--- src/rtl/disp_refresh_pkg.sv ---
package disp_refresh_pkg;

  typedef enum logic [2:0] {
    OP_MODE  = 3'b000,
    OP_PTR   = 3'b100,
    OP_MASK  = 3'b101,
    OP_CLEAR = 3'b110
  } disp_op_e;

  // Opcode sits in the top three bits of a control byte.
  function automatic logic [2:0] op_of(input logic [7:0] b);
    return b[7:5];
  endfunction

  // Step an index by one, returning to zero past the last legal value.
  function automatic int unsigned wrap_inc(input int unsigned v, input int unsigned last);
    return (v >= last) ? 0 : v + 1;
  endfunction

  // Last scan index for the selected digit count.
  function automatic int unsigned last_digit(input logic wide, input int unsigned num_loc);
    return wide ? num_loc - 1 : (num_loc / 2) - 1;
  endfunction

endpackage

--- src/rtl/disp_host_if.sv ---
module disp_host_if
  import disp_refresh_pkg::*;
#(
  parameter int NUM_LOC = 16,
  localparam int ADDR_W = $clog2(NUM_LOC)
) (
  input  logic              clk,
  input  logic              rst_n,
  input  logic              host_wr,
  input  logic              host_ctl,
  input  logic [7:0]        host_data,
  output logic              digits16,
  output logic [ADDR_W-1:0] wr_ptr,
  output logic              wr_en_hi,
  output logic              wr_en_lo,
  output logic              blank_hi,
  output logic              blank_lo,
  output logic              busy,
  output logic [ADDR_W-1:0] clr_addr
);

  logic accept, ctl_evt, data_evt;
  logic autoinc, prot_hi, prot_lo;
  logic [2:0] op;

  assign accept   = host_wr & ~busy;
  assign ctl_evt  = accept & host_ctl;
  assign data_evt = accept & ~host_ctl;
  assign op       = op_of(host_data);

  assign wr_en_hi = data_evt & ~prot_hi;
  assign wr_en_lo = data_evt & ~prot_lo;

  always_ff @(posedge clk) begin
    if (!rst_n) begin
      digits16 <= 1'b0;
      wr_ptr   <= '0;
      autoinc  <= 1'b0;
      prot_hi  <= 1'b0;
      prot_lo  <= 1'b0;
      blank_hi <= 1'b0;
      blank_lo <= 1'b0;
      busy     <= 1'b0;
      clr_addr <= '0;
    end else begin
      if (ctl_evt) begin
        case (op)
          OP_MODE:  digits16 <= host_data[0];
          OP_PTR: begin
            wr_ptr  <= host_data[ADDR_W-1:0];
            autoinc <= host_data[4];
          end
          OP_MASK: begin
            prot_hi  <= host_data[3];
            prot_lo  <= host_data[2];
            blank_hi <= host_data[1];
            blank_lo <= host_data[0];
          end
          OP_CLEAR: begin
            busy     <= 1'b1;
            clr_addr <= '0;
          end
          default: ;
        endcase
      end
      if (data_evt && autoinc)
        wr_ptr <= ADDR_W'(wrap_inc(int'(wr_ptr), NUM_LOC - 1));
      if (busy) begin
        clr_addr <= ADDR_W'(wrap_inc(int'(clr_addr), NUM_LOC - 1));
        if (int'(clr_addr) == NUM_LOC - 1)
          busy <= 1'b0;
      end
    end
  end

endmodule

--- src/rtl/disp_nibble_ram.sv ---
module disp_nibble_ram #(
  parameter int NUM_LOC = 16,
  parameter int HALF_W  = 4,
  localparam int ADDR_W = $clog2(NUM_LOC),
  localparam int WORD_W = 2 * HALF_W
) (
  input  logic              clk,
  input  logic              rst_n,
  input  logic [1:0]        we,
  input  logic [ADDR_W-1:0] waddr,
  input  logic [WORD_W-1:0] wdata,
  input  logic              clr,
  input  logic [ADDR_W-1:0] caddr,
  input  logic [ADDR_W-1:0] raddr,
  output logic [WORD_W-1:0] rdata
);

  // Index 0 is the lower half, index 1 the upper half; each is its own array.
  for (genvar h = 0; h < 2; h++) begin : g_half
    logic [HALF_W-1:0] mem [NUM_LOC];

    always_ff @(posedge clk) begin
      if (!rst_n) begin
        for (int i = 0; i < NUM_LOC; i++) mem[i] <= '0;
      end else if (clr) begin
        mem[caddr] <= '0;
      end else if (we[h]) begin
        mem[waddr] <= wdata[h*HALF_W +: HALF_W];
      end
    end

    assign rdata[h*HALF_W +: HALF_W] = mem[raddr];
  end

endmodule

--- src/rtl/disp_scan_seq.sv ---
module disp_scan_seq
  import disp_refresh_pkg::*;
#(
  parameter int NUM_LOC     = 16,
  parameter int DIGIT_TICKS = 4,
  localparam int ADDR_W = $clog2(NUM_LOC),
  localparam int TICK_W = $clog2(DIGIT_TICKS + 1)
) (
  input  logic              clk,
  input  logic              rst_n,
  input  logic              digits16,
  output logic [ADDR_W-1:0] idx,
  output logic              gap,
  output logic              step
);

  logic [TICK_W-1:0] tick;

  assign step = (int'(tick) == DIGIT_TICKS - 1);
  assign gap  = (tick == '0);

  always_ff @(posedge clk) begin
    if (!rst_n) begin
      tick <= '0;
      idx  <= '0;
    end else if (step) begin
      tick <= '0;
      idx  <= ADDR_W'(wrap_inc(int'(idx), last_digit(digits16, NUM_LOC)));
    end else begin
      tick <= tick + 1'b1;
    end
  end

endmodule

--- src/rtl/disp_refresh_ctrl.sv ---
module disp_refresh_ctrl #(
  parameter int NUM_LOC     = 16,
  parameter int HALF_W      = 4,
  parameter int DIGIT_TICKS = 4
) (
  input  logic                clk,
  input  logic                rst_n,
  input  logic                host_wr,
  input  logic                host_ctl,
  input  logic [7:0]          host_data,
  output logic [HALF_W-1:0]   seg_hi,
  output logic [HALF_W-1:0]   seg_lo,
  output logic [2*HALF_W-1:0] seg_byte,
  output logic [$clog2(NUM_LOC)-1:0] digit_sel,
  output logic                busy
);

  localparam int ADDR_W = $clog2(NUM_LOC);

  logic              digits16, blank_hi, blank_lo;
  logic              wr_en_hi, wr_en_lo;
  logic [ADDR_W-1:0] wr_ptr, clr_addr;
  logic              scan_gap, scan_step;
  logic [2*HALF_W-1:0] rd_word;

  disp_host_if #(.NUM_LOC(NUM_LOC)) host_i (
    .clk(clk), .rst_n(rst_n),
    .host_wr(host_wr), .host_ctl(host_ctl), .host_data(host_data),
    .digits16(digits16), .wr_ptr(wr_ptr),
    .wr_en_hi(wr_en_hi), .wr_en_lo(wr_en_lo),
    .blank_hi(blank_hi), .blank_lo(blank_lo),
    .busy(busy), .clr_addr(clr_addr)
  );

  disp_nibble_ram #(.NUM_LOC(NUM_LOC), .HALF_W(HALF_W)) ram_i (
    .clk(clk), .rst_n(rst_n),
    .we({wr_en_hi, wr_en_lo}), .waddr(wr_ptr),
    .wdata(host_data[2*HALF_W-1:0]),
    .clr(busy), .caddr(clr_addr),
    .raddr(digit_sel), .rdata(rd_word)
  );

  disp_scan_seq #(.NUM_LOC(NUM_LOC), .DIGIT_TICKS(DIGIT_TICKS)) scan_i (
    .clk(clk), .rst_n(rst_n), .digits16(digits16),
    .idx(digit_sel), .gap(scan_gap), .step(scan_step)
  );

  assign seg_hi   = (scan_gap || blank_hi) ? '0 : rd_word[2*HALF_W-1:HALF_W];
  assign seg_lo   = (scan_gap || blank_lo) ? '0 : rd_word[HALF_W-1:0];
  assign seg_byte = {seg_hi, seg_lo};

endmodule

--- config.mk ---
export PLATFORM = sky130hd
export DESIGN_NAME = disp_refresh_ctrl
export DESIGN_NICKNAME = d
export VERILOG_FILES = /design/src/rtl/disp_refresh_pkg.sv /design/src/rtl/disp_host_if.sv /design/src/rtl/disp_nibble_ram.sv /design/src/rtl/disp_scan_seq.sv /design/src/rtl/disp_refresh_ctrl.sv
export SDC_FILE = /design/constraint.sdc
export NUM_CORES = 1
export LEC_CHECK = 0
export BUFFER_PORTS_ARGS = -buffer_cell sky130_fd_sc_hd__buf_2
export CELL_PAD_IN_SITES_DETAIL_PLACEMENT = 0
export CELL_PAD_IN_SITES_GLOBAL_PLACEMENT = 2
export CORE_UTILIZATION = 40
export DETAILED_ROUTE_END_ITERATION = 6
export PLACE_DENSITY_LB_ADDON = 0.1
export SLEW_MARGIN = 10
export SYNTH_ARGS = -nofsm -noshare
export SYNTH_HDL_FRONTEND = slang
export SYNTH_SLANG_ARGS = --single-unit
--- constraint.sdc ---
create_clock -name clk -period 3.75 [get_ports clk]
set_input_delay 0.375 -clock clk [delete_from_list [all_inputs] [get_ports clk]]
set_output_delay 0.375 -clock clk [all_outputs]
set_load 0.05 [all_outputs]
==> reports/results.txt <==
Routed length per instance - 23.61 um
DRC - 0
Cell Area, Placed - 7596 um2
Area leader, netlist - edfxtp_1
Total negative setup slack - 0 ns
Initial antenna violation count - 0
CP endpoint - seg_lo[0]
# setup viols final - 0
Adder-Cell Fraction of Synth Area - 1.188%
Vias in the first global route - 4685
R2R setup slack - 1.05 ns
Critical Path RT - 3.38 ns
Final clock skew - 0.007837 ns
Peak VDD IR - 328.6 uV
PortBufs - 32
1st-iter DRT viols - 502
GRT Residual Overflow - 0
Worst EP arrival - 2.50 ns
Design area - 8144 um2
Resize count post-CTS - 0
Worst setup SP type - flip-flop
Core box area - 18020 um2
Area grow syn2layout - 10.47%
HPWL Detailed - 14.47 mm
Drt pass-1 iters - 5
Post-synth ARST share - 0%
Slew margin rel. - 23.01%
Worst-Skew Late Latency - 0.42 ns
Clock sinks - 154
Global-route wire length before repair - 29.40 mm
Post-synth top area share - 52.14%
Clock transition at the registers of the reported paths - 0.07 ns
CTS Hold Bufs - 0
Worst-margin pin slew - 1.155 ns
Final worst slack - 0.8745 ns
Routed via count - 4817
Top FF cell, synth - edfxtp_1
I/O pin count - 33
Status - finished clean
Synth area leaders - edfxtp_1 52%, mux4_2 9.8%, dfxtp_1 7.1%, nor2_1 5.3%, mux2i_1 3.9%
Post-synthesis mux area share - 13.71%
Most frequent cells in the layout - 128 x edfxtp_1, 104 x nor2_1, 42 x nor3_1
CP Capture Type - primary output
Vias per inst - 5.721
Period utilization - 76.68%
Clk buf depth - 2
Max Fclk - 347.8 MHz
Warning count from the yosys run - 0
WHS - 0.2733 ns
Critical path type - reg2out
WL final - 19.88 mm
Crit path max fanout - 17
Reg-to-reg endpoint - ram_i.g_half[0].mem[13][0]
Max-slew violation count - 0
Gate Count Post-Synth - 592
RR Startpoint - host_i.busy
Clock root buffer - clkbuf_16
Pwr Density - 477.0 nW/um2
Reg2Reg Depth - 4
Register area share after synthesis - 59.20%
Hold Violations, Final - 0
Leakage - 0.002664 uW
Share of cells above drive strength 1 - 18.92%
Synth Area in XOR/XNOR - 0%
Mapped Area - 7372 um2
Fin nets - 619
Syn avg cell area - 12.45 um2
Synth cell types - 46
Largest family of logic cells by synthesized area - simple AND/OR/NAND/NOR gates
Die width - 137.8 um
ANT cells - 0
RSZ-0062 raised after global routing - no
Die area - 18980 um2
Global placer's final weighted congestion - 0.7816
Number of CTS-inserted buffers - 17
Hold Crit Start - host_data[4]
CTS tree - done
All-Layer GR Usage - 22.40%
Post-route ant nets - 0
Hold Crit Class - in2reg
# rows - 49
Seq cells post-synth - 154
Most common cell after layout, fill and taps aside - edfxtp_1
Post-Place Worst Slack - 0.8811 ns
H-tree depth - 4
Min Tclk post-route - 2.876 ns
EDFF count, synth - 128
Post-Synth Simple-Gate Area - 15.00%
Starting Density - 40.90%
Compound-Gate Fraction of Synth Area - 6.314%
Largest net degree at the start of global routing - 29
Setup Buffers After CTS - 0
Post-synth net total - 611
Max Cap Viol - 0
Die Ht - 137.8 um
==> cell type report <==
| class | count | area [um2] |
|---|---|---|
| inverter | 7 | 26.28 |
| sequential | 154 | 4365 |
| timing repair buffer | 42 | 247.7 |
| tap | 229 | 286.5 |
| clock inverter | 12 | 81.33 |
| fill | 1686 | 9881 |
| clock buffer | 20 | 462.9 |
| multi-input combinational | 378 | 2674 |
==> per-stage QoR <==
step                std cells  power (uW)  util [%]
floorplan                 592        2212         -
global placement          810        2298     42.14
detailed placement        810        2302     42.14
CTS                       842        3897     45.16
global route              842        3981     45.18
finish                    842        3885     45.18
==> synthesized netlist by cell type (3+ instances only) <==
cell and instances:
nor3_1 42, buf_2 12, mux4_2 32, nor2b_1 10
ha_1 7, clkbuf_1 17, nand2b_1 4, mux2i_1 29
buf_6 6, nand2_1 18, dfxtp_1 26, nor2_1 104
buf_4 13, o21ai_0 30, and3_1 8, inv_1 7
o22ai_1 9, nand3_1 24, edfxtp_1 128, a21oi_1 28
clkbuf_2 3
==> power breakdown <==
| part | internal, uW | total, uW | leakage, uW | switching, uW |
|---|---|---|---|---|
| clock network | 902 | 1620 | 0.000283 | 720 |
| logic | 102 | 323 | 0.000866 | 222 |
| registers | 1910 | 1940 | 0.00152 | 34.3 |
==> metal layers <==
metal | wire length (um) | up-vias | track usage, %
met1 | 9145 | 2412 | 31.71
li1 | - | 2228 | -
met5 | 0 | - | 0
met2 | 9222 | 153 | 34.48
met4 | 292 | 0 | 7.065
met3 | 1222 | 24 | 4.489
==> kinds of logic (layout without fill, tap and decap cells) <==
logic type / Yosys count / after routing
AND/OR/NAND/NOR: 229 / 229
flip-flops: 154 / 154
AO/OA/AOI/OAI: 81 / 81
multiplexers: 61 / 61
buffers and inverters: 60 / 81
adder cells (fa/ha/maj): 7 / 7
==> flip-flops by register name, summed over array words and instances, names as in the netlist, named ones only <==
register          count
host_i.prot_hi        1
host_i.clr_addr       4
host_i.wr_ptr         4
host_i.digits16       1
host_i.autoinc        1
host_i.blank_hi       1
scan_i.idx            4
host_i.blank_lo       1
ram_i.g_half.mem    128
scan_i.tick           3
host_i.prot_lo        1
host_i.busy           1
==> worst min path at each step <==
stage	endpoint	cells after the start
2_1_floorplan	scan_i.tick[0]	1
3_3_place_gp	scan_i.tick[0]	1
3_5_place_dp	scan_i.tick[0]	1
4_1_cts	host_i.autoinc	3
5_1_grt	host_i.autoinc	3
6_report	host_i.autoinc	3
==> critical path, cell delays in order (launching register included) <==
cell	delay [ns]
dfxtp_1	0.77
buf_4	0.39
mux4_2	0.33
mux2i_1	0.21
o22ai_1	0.12
buf_2	0.23
Power figures use the tool's default switching activity.
